===== config.mk =====
export PLATFORM = sky130hd
export DESIGN_NAME = mdio_paged_slave
export DESIGN_NICKNAME = d
export VERILOG_FILES = /design/src/rtl/mdio_pkg.sv /design/src/rtl/mdio_access_gate.sv /design/src/rtl/mdio_frame_engine.sv /design/src/rtl/mdio_reg_space.sv /design/src/rtl/mdio_paged_slave.sv
export SDC_FILE = /design/constraint.sdc
export NUM_CORES = 2
export LEC_CHECK = 0
export BUFFER_PORTS_ARGS = -buffer_cell sky130_fd_sc_hd__buf_4
export CORE_AREA = 2 2 398 400
export DETAILED_ROUTE_END_ITERATION = 7
export DIE_AREA = 0 0 400 402
export PLACE_DENSITY = 0.6
export RECOVER_POWER = 50
export SLEW_MARGIN = 30
export SYNTH_ARGS = -nofsm -noshare
export SYNTH_HDL_FRONTEND = slang
export SYNTH_HIERARCHICAL = 1
export SYNTH_SLANG_ARGS = --single-unit

===== constraint.sdc =====
create_clock -name clk -period 4.36 [get_ports clk]
set_input_delay 0 -clock clk [delete_from_list [all_inputs] [get_ports clk]]
set_output_delay 0 -clock clk [all_outputs]
set_load 0.005 [all_outputs]

===== src/rtl/mdio_pkg.sv =====
// Package: shared constants and types for the paged MDIO slave.
// Assumes Clause 22 framing with 5-bit PHY and register addresses.
package mdio_pkg;
    localparam logic [4:0] PHY_GEN   = 5'd1;   // paged general space
    localparam logic [4:0] PHY_EXT   = 5'd2;   // indirect extended space
    localparam logic [4:0] REG_PAGE  = 5'd31;  // page select register
    localparam logic [4:0] REG_XOFS  = 5'd16;  // extended offset port
    localparam logic [4:0] REG_XDAT  = 5'd17;  // extended data port
    localparam logic [5:0] PRE_ONES  = 6'd32;  // minimum preamble length

    typedef enum logic [2:0] {
        FS_PRE, FS_ST, FS_OP, FS_ADR, FS_TA, FS_RD, FS_WD
    } frame_state_t;
endpackage


===== src/rtl/mdio_access_gate.sv =====
// Access gate: counts WAIT_CYCLES clocks after reset, then grants access
// while the ready flag is high. Assumes WAIT_CYCLES >= 1.
module mdio_access_gate #(
    parameter int WAIT_CYCLES = 500000
) (
    input  logic clk,
    input  logic rst_n,
    input  logic access_ready,
    output logic wait_done,
    output logic allowed
);
    localparam int CW = $clog2(WAIT_CYCLES + 1);
    localparam logic [CW-1:0] LIMIT = CW'(WAIT_CYCLES);

    logic [CW-1:0] cnt_q;

    // Post-reset wait counter, saturating at the limit.
    always_ff @(posedge clk) begin
        if (!rst_n)              cnt_q <= '0;
        else if (cnt_q != LIMIT) cnt_q <= cnt_q + 1'b1;
    end

    assign wait_done = (cnt_q == LIMIT);
    assign allowed   = wait_done && access_ready;

    // Once open, the wait never closes again until reset.
    p_done_sticky_r9: assert property (@(posedge clk) disable iff (!rst_n)
        wait_done |=> wait_done);
endmodule


===== src/rtl/mdio_frame_engine.sv =====
// Frame engine: walks preamble, start, opcode, address, turnaround and data
// one MDC bit at a time. Latches permission at the last address bit, loads
// read data at turnaround and pulses wr_en after the 16th write bit.
// Assumes bit_strobe is a one-cycle pulse per rising MDC edge.
module mdio_frame_engine
    import mdio_pkg::*;
(
    input  logic        clk,
    input  logic        rst_n,
    input  logic        bit_strobe,
    input  logic        bit_val,
    input  logic        access_ok,
    input  logic [15:0] rd_data,
    output logic        wr_en,
    output logic [15:0] wr_data,
    output logic        ext_sel,
    output logic [4:0]  reg_adr,
    output logic        mdio_out,
    output logic        mdio_oe
);
    frame_state_t state_q;
    logic [5:0]   ones_q;
    logic [4:0]   cnt_q;
    logic [15:0]  sr_q;
    logic         op_hi_q, is_rd_q, active_q;
    logic [9:0]   adr_full;

    assign adr_full = {sr_q[8:0], bit_val};

    // Per-bit frame sequencer.
    always_ff @(posedge clk) begin
        if (!rst_n) begin
            state_q <= FS_PRE;  ones_q <= '0;  cnt_q <= '0;  sr_q <= '0;
            op_hi_q <= 1'b0;    is_rd_q <= 1'b0; active_q <= 1'b0;
            wr_en <= 1'b0;      wr_data <= '0;  ext_sel <= 1'b0;
            reg_adr <= '0;      mdio_out <= 1'b0; mdio_oe <= 1'b0;
        end else begin
            wr_en <= 1'b0;
            if (bit_strobe) begin
                case (state_q)
                    FS_PRE: begin
                        if (bit_val) begin
                            if (ones_q != PRE_ONES) ones_q <= ones_q + 1'b1;
                        end else begin
                            if (ones_q == PRE_ONES) state_q <= FS_ST;
                            ones_q <= '0;
                        end
                    end
                    FS_ST: begin
                        state_q <= bit_val ? FS_OP : FS_PRE;
                        cnt_q   <= '0;
                    end
                    FS_OP: begin
                        if (cnt_q == 5'd0) begin
                            op_hi_q <= bit_val;
                            cnt_q   <= 5'd1;
                        end else begin
                            cnt_q <= '0;
                            if (op_hi_q != bit_val) begin
                                is_rd_q <= op_hi_q;
                                state_q <= FS_ADR;
                            end else begin
                                state_q <= FS_PRE;
                            end
                        end
                    end
                    FS_ADR: begin
                        sr_q <= {sr_q[14:0], bit_val};
                        if (cnt_q == 5'd9) begin
                            ext_sel  <= (adr_full[9:5] == PHY_EXT);
                            reg_adr  <= adr_full[4:0];
                            active_q <= access_ok &&
                                        ((adr_full[9:5] == PHY_GEN) ||
                                         (adr_full[9:5] == PHY_EXT));
                            cnt_q    <= '0;
                            state_q  <= FS_TA;
                        end else begin
                            cnt_q <= cnt_q + 1'b1;
                        end
                    end
                    FS_TA: begin
                        if (is_rd_q) begin
                            mdio_oe  <= active_q;
                            mdio_out <= 1'b0;
                            sr_q     <= rd_data;
                            cnt_q    <= '0;
                            state_q  <= FS_RD;
                        end else if (cnt_q == 5'd0) begin
                            cnt_q <= 5'd1;
                        end else begin
                            cnt_q   <= '0;
                            state_q <= FS_WD;
                        end
                    end
                    FS_RD: begin
                        if (cnt_q == 5'd16) begin
                            mdio_oe <= 1'b0;
                            cnt_q   <= '0;
                            state_q <= FS_PRE;
                        end else begin
                            mdio_out <= sr_q[15];
                            sr_q     <= {sr_q[14:0], 1'b0};
                            cnt_q    <= cnt_q + 1'b1;
                        end
                    end
                    FS_WD: begin
                        sr_q <= {sr_q[14:0], bit_val};
                        if (cnt_q == 5'd15) begin
                            wr_en   <= active_q;
                            wr_data <= {sr_q[14:0], bit_val};
                            cnt_q   <= '0;
                            state_q <= FS_PRE;
                        end else begin
                            cnt_q <= cnt_q + 1'b1;
                        end
                    end
                    default: state_q <= FS_PRE;
                endcase
            end
        end
    end

    // The first bit the slave drives is the zero turnaround bit.
    p_ta_low_r2: assert property (@(posedge clk) disable iff (!rst_n)
        $rose(mdio_oe) |-> !mdio_out);
    // Write frames never drive the line.
    p_wr_quiet_r2: assert property (@(posedge clk) disable iff (!rst_n)
        mdio_oe |-> is_rd_q);
    // A write commit never coincides with driving the line.
    p_wr_not_drv_r2: assert property (@(posedge clk) disable iff (!rst_n)
        wr_en |-> !mdio_oe);
endmodule


===== src/rtl/mdio_reg_space.sv =====
// Register space: shared IEEE bank, page register, per-page banks built by
// generate, and the offset/data pair for the extended bank. Reads are
// combinational on the latched address; writes commit on wr_en.
// Assumes NUM_PAGES >= 2 and NUM_EXT >= 2.
module mdio_reg_space
    import mdio_pkg::*;
#(
    parameter int NUM_PAGES = 4,
    parameter int NUM_EXT   = 8
) (
    input  logic        clk,
    input  logic        rst_n,
    input  logic        wr_en,
    input  logic [15:0] wr_data,
    input  logic        ext_sel,
    input  logic [4:0]  reg_adr,
    output logic [15:0] rd_data
);
    localparam int PSEL_W = $clog2(NUM_PAGES);
    localparam int XSEL_W = $clog2(NUM_EXT);
    localparam logic [10:0] PAGE_LIM = 11'(NUM_PAGES);
    localparam logic [15:0] EXT_LIM  = 16'(NUM_EXT);

    logic [15:0] common_q [16];
    logic [15:0] ext_q [NUM_EXT];
    logic [15:0] pg_rd [NUM_PAGES];
    logic [10:0] page_q;
    logic [15:0] offset_q;
    logic        page_ok, ofs_ok, in_page_rng, pg_we;
    logic [3:0]  reg_lo;

    assign page_ok     = (page_q < PAGE_LIM);
    assign ofs_ok      = (offset_q < EXT_LIM);
    assign in_page_rng = reg_adr[4] && (reg_adr != REG_PAGE);
    assign reg_lo      = reg_adr[3:0];
    assign pg_we       = wr_en && !ext_sel && in_page_rng && page_ok;

    // Shared bank, page register, offset port and extended bank writes.
    always_ff @(posedge clk) begin
        if (!rst_n) begin
            for (int i = 0; i < 16; i++)      common_q[i] <= '0;
            for (int i = 0; i < NUM_EXT; i++) ext_q[i] <= '0;
            page_q   <= '0;
            offset_q <= '0;
        end else if (wr_en) begin
            if (!ext_sel) begin
                if (!reg_adr[4])              common_q[reg_lo] <= wr_data;
                else if (reg_adr == REG_PAGE) page_q <= wr_data[15:5];
            end else begin
                if (reg_adr == REG_XOFS)               offset_q <= wr_data;
                else if (reg_adr == REG_XDAT && ofs_ok) ext_q[offset_q[XSEL_W-1:0]] <= wr_data;
            end
        end
    end

    // One bank of registers 16..30 per implemented page.
    for (genvar gp = 0; gp < NUM_PAGES; gp++) begin : g_page
        logic [15:0] cell_q [15];

        // Write this page's cell when it is the selected page.
        always_ff @(posedge clk) begin
            if (!rst_n) begin
                for (int i = 0; i < 15; i++) cell_q[i] <= '0;
            end else if (pg_we && (page_q[PSEL_W-1:0] == PSEL_W'(gp))) begin
                cell_q[reg_lo] <= wr_data;
            end
        end

        assign pg_rd[gp] = cell_q[reg_lo];
    end

    // Read mux over both PHY addresses.
    always_comb begin
        rd_data = '0;
        if (!ext_sel) begin
            if (!reg_adr[4])              rd_data = common_q[reg_lo];
            else if (reg_adr == REG_PAGE) rd_data = {page_q, 5'b0};
            else if (page_ok)             rd_data = pg_rd[page_q[PSEL_W-1:0]];
        end else begin
            if (reg_adr == REG_XOFS)               rd_data = offset_q;
            else if (reg_adr == REG_XDAT && ofs_ok) rd_data = ext_q[offset_q[XSEL_W-1:0]];
        end
    end

    // A page-register write loads bits 15:5.
    p_page_load_r5: assert property (@(posedge clk) disable iff (!rst_n)
        (wr_en && !ext_sel && reg_adr == REG_PAGE) |=> page_q == $past(wr_data[15:5]));
    // Any other write leaves the page unchanged.
    p_page_hold_r4: assert property (@(posedge clk) disable iff (!rst_n)
        !(wr_en && !ext_sel && reg_adr == REG_PAGE) |=> $stable(page_q));
    // The offset only moves on an offset-port write.
    p_ofs_hold_r8: assert property (@(posedge clk) disable iff (!rst_n)
        !(wr_en && ext_sel && reg_adr == REG_XOFS) |=> $stable(offset_q));
endmodule


===== src/rtl/mdio_paged_slave.sv =====
// Top: synchronises MDC/MDIO into the system clock, finds rising MDC edges
// and ties the access gate, frame engine and register space together.
// Assumes MDC half-period spans at least four system clocks.
module mdio_paged_slave #(
    parameter int WAIT_CYCLES = 500000,
    parameter int NUM_PAGES   = 4,
    parameter int NUM_EXT     = 8
) (
    input  logic clk,
    input  logic rst_n,
    input  logic access_ready,
    input  logic mdc,
    input  logic mdio_in,
    output logic mdio_out,
    output logic mdio_oe
);
    logic [1:0]  mdc_s, mdio_s;
    logic        mdc_d, bit_strobe;
    logic        wait_done, allowed;
    logic        wr_en, ext_sel;
    logic [15:0] wr_data, rd_data;
    logic [4:0]  reg_adr;

    // Two-stage input synchroniser plus edge history.
    always_ff @(posedge clk) begin
        if (!rst_n) begin
            mdc_s <= '0; mdio_s <= 2'b11; mdc_d <= 1'b0;
        end else begin
            mdc_s  <= {mdc_s[0], mdc};
            mdio_s <= {mdio_s[0], mdio_in};
            mdc_d  <= mdc_s[1];
        end
    end

    assign bit_strobe = mdc_s[1] && !mdc_d;

    mdio_access_gate #(.WAIT_CYCLES(WAIT_CYCLES)) u_gate (
        .clk(clk), .rst_n(rst_n), .access_ready(access_ready),
        .wait_done(wait_done), .allowed(allowed)
    );

    mdio_frame_engine u_frame (
        .clk(clk), .rst_n(rst_n), .bit_strobe(bit_strobe), .bit_val(mdio_s[1]),
        .access_ok(allowed), .rd_data(rd_data), .wr_en(wr_en),
        .wr_data(wr_data), .ext_sel(ext_sel), .reg_adr(reg_adr),
        .mdio_out(mdio_out), .mdio_oe(mdio_oe)
    );

    mdio_reg_space #(.NUM_PAGES(NUM_PAGES), .NUM_EXT(NUM_EXT)) u_regs (
        .clk(clk), .rst_n(rst_n), .wr_en(wr_en), .wr_data(wr_data),
        .ext_sel(ext_sel), .reg_adr(reg_adr), .rd_data(rd_data)
    );

    // No register write may land before the post-reset wait has run.
    p_wr_after_wait_r9: assert property (@(posedge clk) disable iff (!rst_n)
        wr_en |-> wait_done);
    // The line is never driven before the post-reset wait has run.
    p_drv_after_wait_r9: assert property (@(posedge clk) disable iff (!rst_n)
        mdio_oe |-> wait_done);
endmodule


Yosys cells after proc, flatten, opt, wreduce, memory -nomap -nowiden --
Memory sizes are Yosys's and may differ from the RTL's. A register that Yosys moved wholly into a read port is not among the register bits. Index checks and enable logic that the tools add are counted.
Storage, ports and cells: memories 6, RAM bits 1344, flip-flop bits (word level) 109, word-level logic and storage cells 199
Memory list:
- u_regs.common_q | words 16, width 16, read ports 1, clocked after Yosys merged registers in 1, write ports 16, RTL line mdio_reg_space.sv:24 | logic [15:0] common_q [16];
- u_regs.g_page[0].cell_q | words 15, width 16, read ports 1, clocked after Yosys merged registers in 1, write ports 15, RTL line mdio_reg_space.sv:58 | logic [15:0] cell_q [15];
- u_regs.g_page[1].cell_q | words 15, width 16, read ports 1, clocked after Yosys merged registers in 1, write ports 15, RTL line mdio_reg_space.sv:58
- u_regs.g_page[2].cell_q | words 15, width 16, read ports 1, clocked after Yosys merged registers in 1, write ports 15, RTL line mdio_reg_space.sv:58
- u_regs.g_page[3].cell_q | words 15, width 16, read ports 1, clocked after Yosys merged registers in 1, write ports 15, RTL line mdio_reg_space.sv:58
- u_regs.ext_q | words 8, width 16, read ports 1, clocked after Yosys merged registers in 1, write ports 8, RTL line mdio_reg_space.sv:25 | logic [15:0] ext_q [NUM_EXT];
Cells by class: muxes and demuxes 91, order comparisons 3, bitwise gates (word level) 3, equality and inequality tests 33, reduce and logical (&&, ||, !) cells 41, add/sub/neg operators 3
Operator list (number):
- 16-bit 2-to-1 mux | 16
- 16-bit OR reduction | 6
- 4-bit 2-to-1 mux | 15
- 16-bit one-hot mux with 3 select lines | 1
- 1-bit 2-to-1 mux | 35
- 3-bit 2-to-1 mux | 11
- 16-bit binary-select mux with 2-bit select | 1
- 5-bit one-hot mux with 6 select lines | 1
- 4-bit AND reduction | 6
- 3-bit one-hot mux with 7 select lines | 1
- 5-bit equality test (second input constant) | 4
- 5-bit 2-to-1 mux | 4
- 19-bit by 1-bit adder with 19-bit output (second input constant) | 1
- 19-bit equality test (second input constant) | 1
- 19-bit inequality test (second input constant) | 1
- 16-bit by 4-bit less-than comparator with 1-bit output (second input constant) | 1
- 3-bit AND reduction | 5
- 1-bit logical AND | 12
- 6-bit 2-to-1 mux | 2
- 2-bit by 1-bit inequality test with 1-bit output (second input constant) | 6
- 11-bit by 3-bit less-than comparator with 1-bit output (second input constant) | 1
- 5-bit by 4-bit equality test with 1-bit output (second input constant) | 2
- 3-bit equality test (second input constant) | 3
- 8-bit AND reduction | 1
- 29 further kinds | 37

Longest topological paths before layout --
word-level depth 10, mapped depth 14

Hierarchy --
Netlist, hierarchy kept.
By module, submodules not included:
- mdio_reg_space | times used 1, seq. area each 42881.1 sq um, area an instance 65993.3 sq um, cells an instance 4586
- mdio_frame_engine | times used 1, seq. area each 1161.1 sq um, area an instance 2881.5 sq um, cells an instance 339
- mdio_access_gate | times used 1, seq. area each 380.4 sq um, area an instance 972.2 sq um, cells an instance 109
- mdio_paged_slave | times used 1, seq. area each 100.1 sq um, area an instance 137.6 sq um, cells an instance 11

Least setup slack after synthesis --
Ideal clock, no wire load.
path kind reg-to-reg, from register u_frame.reg_adr[1], to memory u_regs.g_page[0].cell_q[0][0], enable pin, path slack 1315 ps, arrival 2634 ps, clock period less this slack 3045 ps, setup time 411 ps, cell stages (with the launch flop) 8, cell sequence dfxtp_1 buf_2 and4_1 nor3_2 nand4bb_1 clkbuf_1 clkbuf_1 o21ai_0
RTL lines:
- start: declaration | RTL line mdio_frame_engine.sv:17 | output logic [4:0] reg_adr,
- start signal: assignment | RTL line mdio_frame_engine.sv:71 | reg_adr <= adr_full[4:0];
- end: declaration | RTL line mdio_reg_space.sv:58

==> insert_results.sql <==
INSERT INTO impl_metrics (metric_group, metric, value, unit) VALUES
('status', 'outcome', 'finished, violations left', ''),
('status', 'violations', 'max-capacitance violations, max-slew violations', ''),
('global_route', 'antenna_found_initial', '8', ''),
('placed_design', 'portBuffers', '6', ''),
('route', 'routed_wl', '196.7', 'mm'),
('global_route', 'globalRouteTotalUtil', '24.48', '%'),
('clocking', 'clk_path_buf_depth', '3', ''),
('placed_design', 'dpl_cell_area', '0.07314', 'mm^2'),
('yosys', 'yosysTopAreaCell', 'sky130_fd_sc_hd__edfxtp_1', ''),
('timing', 'final.min_clock_period', '4043', 'ps'),
('final_layout', 'layout.core_utilization', '49.55', '%'),
('critical_path', 'timing.reg2reg.worst_path_depth', '1', ''),
('yosys', 'yosys_register_bits', '1520', ''),
('pwr', 'worst_ir_drop_vdd', '0.3071', 'mV'),
('timing', 'layout_worst_path_cycle_share', '92.72', '%'),
('clocking', 'cts.htree.levels', '4', ''),
('critical_path', 'critical-path-max-stage-delay', '1800', 'ps'),
('floorplanning', 'die_area', '0.1608', 'mm^2'),
('yosys', 'post_synth_instance_area', '0.06998', 'mm^2'),
('timing', 'timing.final.ws_setup', '317.4', 'ps'),
('yosys', 'async_flop_share', '0', '%'),
('critical_path', 'timing.critical_path.from', 'u_frame/wr_data[11]$_SDFFE_PN0P_', ''),
('floorplanning', 'coreArea', '0.1571', 'mm^2'),
('yosys', 'yosysUniqueCellTypes', '70', ''),
('flow_run', 'max-cap-violations', '19', ''),
('final_layout', 'layout-area-overhead-vs-synth', '11.22', '%'),
('timing', 'max_slew.worst_pin.slew', '3456', 'ps'),
('critical_path', 'setup.worst_path.end_class', 'register', ''),
('final_layout', 'layout_common_cells', '1408 x sky130_fd_sc_hd__edfxtp_1, 1151 x sky130_fd_sc_hd__and2_1, 493 x sky130_fd_sc_hd__mux2i_1, 219 x sky130_fd_sc_hd__a22oi_1, 209 x sky130_fd_sc_hd__and2_0', ''),
('yosys', 'ys.warnings.count', '6', ''),
('critical_path', 'worstPathRequired', '4660', 'ps'),
('clocking', 'cts_root_buf', 'sky130_fd_sc_hd__clkbuf_16', ''),
('timing', 'max-slew-margin-rel', '-130.7', '%'),
('clocking', 'clk-insertion-delay-late', '840', 'ps'),
('global_route', 'grt_overflow', '0', ''),
('yosys', 'synth_cells', '5045', ''),
('final_layout', 'post_route_cells_drive_above_1_share', '11.76', '%'),
('placed_design', 'dp_hpwl', '122.0', 'mm'),
('final_layout', 'layout_commonest_cell', 'sky130_fd_sc_hd__edfxtp_1', ''),
('critical_path', 'r2r_slack', '320', 'ps'),
('route', 'dr.max_layer_used', 'met4', ''),
('floorplanning', 'die_w', '400', 'um'),
('yosys', 'share_of_yosys_cell_area_claimed_by_the_top_area_cell_type', '60.41', '%'),
('critical_path', 'crit_end', 'u_regs/g_page[1].cell_q[15][11]$_DFFE_PP_', ''),
('critical_path', 'r2r_end', 'u_regs/g_page[1].cell_q[15][11]$_DFFE_PP_', ''),
('yosys', 'synth_edf_count', '1408', ''),
('floorplanning', 'die_height', '402', 'um'),
('critical_path', 'timing.rr.start', 'u_frame/wr_data[11]$_SDFFE_PN0P_', ''),
('final_layout', 'nets', '5083', ''),
('critical_path', 'critical_path.n_buffers_inverters', '1', ''),
('floorplanning', 'rows', '146', ''),
('global_route', 'grt_start_max_net_pins', '151', ''),
('clocking', 'numCtsBuffers', '162', ''),
('route', 'amount_of_wire_on_met3_after_detailed_routing', '14.25', 'mm'),
('floorplanning', 'pin_count', '7', ''),
('critical_path', 'critPathLaunchType', 'register', ''),
('route', 'route.met2.wl', '91.71', 'mm'),
('critical_path', 'slowest_stage', 'sky130_fd_sc_hd__dfxtp_1', ''),
('critical_path', 'crit_arrival', '4340', 'ps'),
('clocking', 'clock-sinks', '1520', ''),
('route', 'detail_route.iter0.violations', '4535', ''),
('global_route', 'grt_pass1_vias', '41040', ''),
('timing', 'max_freq', '247.4', 'MHz'),
('floorplanning', 'start_util', '44.55', '%'),
('route', 'drtAntennaViolNets', '0', ''),
('global_route', 'grt_first_pass_wirelength', '288.6', 'mm'),
('final_layout', 'final_instance_area', '0.07784', 'mm^2'),
('timing', 'maxSlewViolCount', '901', ''),
('route', 'wirelength_met1', '84.13', 'mm'),
('pwr', 'power_density', '399.3', 'mW/mm^2'),
('clocking', 'postCtsSetupBuffers', '0', '');
stage by stage:
step	instances	total power [mW]	hold slack [ps]
5_1_grt	7275	31.99	227.3
3_5_place_dp	6967	17.89	196.1
3_3_place_gp	6962	17.87	194.7
2_1_floorplan	5108	17.47	73.04
4_1_cts	7271	31.31	197.1
6_report	7276	31.08	226.2
metal layers:
| layer | vias to the layer above | global-route usage, % |
|---|---|---|
| li1 | 18480 | - |
| met1 | 21360 | 35.31 |
| met2 | 1579 | 37.89 |
| met3 | 320 | 3.936 |
| met4 | 0 | 7.885 |
| met5 | - | 0 |
state kept, by name, indices dropped and copies added, names as in the netlist, 2 cells and up, named ones only:
name                  flops
u_gate/cnt_q             19
u_regs/g_page.cell_q   1024
mdc_s                     2
u_regs/offset_q          16
u_frame/sr_q             16
u_frame/wr_data          16
mdio_s                    2
u_frame/cnt_q             5
u_regs/page_q            11
u_frame/reg_adr           5
u_frame/state_q           3
u_regs/ext_q            128
u_frame/ones_q            6
u_regs/common_q         256
power breakdown:
group	internal (mW)	switching [mW]	total (mW)
Clock	7.63	5.87	13.5
Sequential	16.5	0.191	16.7
Combinational	0.267	0.574	0.840
Total	24.4	6.64	31.1
synthesized netlist by cell type (6+ instances only):
cell type,count
sky130_fd_sc_hd__edfxtp_1,1408
sky130_fd_sc_hd__a21oi_1,40
sky130_fd_sc_hd__dfxtp_1,112
sky130_fd_sc_hd__nand2_1,125
sky130_fd_sc_hd__nor3_1,8
sky130_fd_sc_hd__o311a_1,16
sky130_fd_sc_hd__o21ai_0,106
sky130_fd_sc_hd__buf_4,42
sky130_fd_sc_hd__buf_1,9
sky130_fd_sc_hd__inv_1,16
sky130_fd_sc_hd__o211ai_1,18
sky130_fd_sc_hd__nor2_1,94
sky130_fd_sc_hd__a22oi_1,219
sky130_fd_sc_hd__mux2i_1,493
sky130_fd_sc_hd__buf_6,8
sky130_fd_sc_hd__xnor2_1,12
sky130_fd_sc_hd__nor4_1,7
sky130_fd_sc_hd__and2_1,1361
sky130_fd_sc_hd__ha_1,9
sky130_fd_sc_hd__o22ai_1,17
sky130_fd_sc_hd__a211oi_1,6
sky130_fd_sc_hd__clkbuf_1,322
sky130_fd_sc_hd__nor3_4,6
sky130_fd_sc_hd__a41oi_1,16
sky130_fd_sc_hd__a31oi_1,14
sky130_fd_sc_hd__buf_2,77
sky130_fd_sc_hd__nand2b_1,20
sky130_fd_sc_hd__o41ai_1,16
sky130_fd_sc_hd__nor2b_1,40
sky130_fd_sc_hd__and3_1,9
sky130_fd_sc_hd__nand3_1,91
sky130_fd_sc_hd__mux4_2,141
sky130_fd_sc_hd__o21a_1,18
sky130_fd_sc_hd__a21boi_0,39
sky130_fd_sc_hd__nand4_1,24
sky130_fd_sc_hd__or3_1,6
worst min path at each step:
stage                                                  to  startpoint  slack (ps)
after floorplan                      mdio_s[1]$_SDFF_PN1_       rst_n          70
after global placement               mdio_s[0]$_SDFF_PN1_     mdio_in         190
after detailed placement             mdio_s[0]$_SDFF_PN1_     mdio_in         200
after CTS                 u_frame/wr_data[5]$_SDFFE_PN0P_       rst_n         200
after global routing      u_frame/reg_adr[1]$_SDFFE_PN0P_       rst_n         230
final                     u_frame/state_q[1]$_SDFFE_PN0P_       rst_n         230
cell families after synthesis:
logic type | Yosys count | share of synthesized area [%]
and+or+nand+nor | 1850 | 16.09
DFF | 1520 | 63.62
muxes | 634 | 11.59
AOI/OAI and AO/OA | 541 | 5.351
buffers and inverters | 474 | 2.991
xor gates and xnor gates | 16 | 0.2002
adders and majority gates | 9 | 0.1609
other | 1 | 0.005358
final cells by class:
cell class	instances	area [um^2]
Antenna cell	2	5.005
Clock buffer	210	4315
Clock inverter	87	838.3
Fill cell	13340	79260
Inverter	16	60.06
Multi-Input combinational cell	3114	23690
Sequential cell	1520	44540
Tap cell	2072	2592
Timing Repair Buffer	255	1799
repair_timing:
action                                 CTS  global route
endpoints found under the hold margin  140             0
setup endpoints to repair                0             0
hold buffers                             7             0
resized for setup                        0             0
Power figures use the tool's default switching activity.
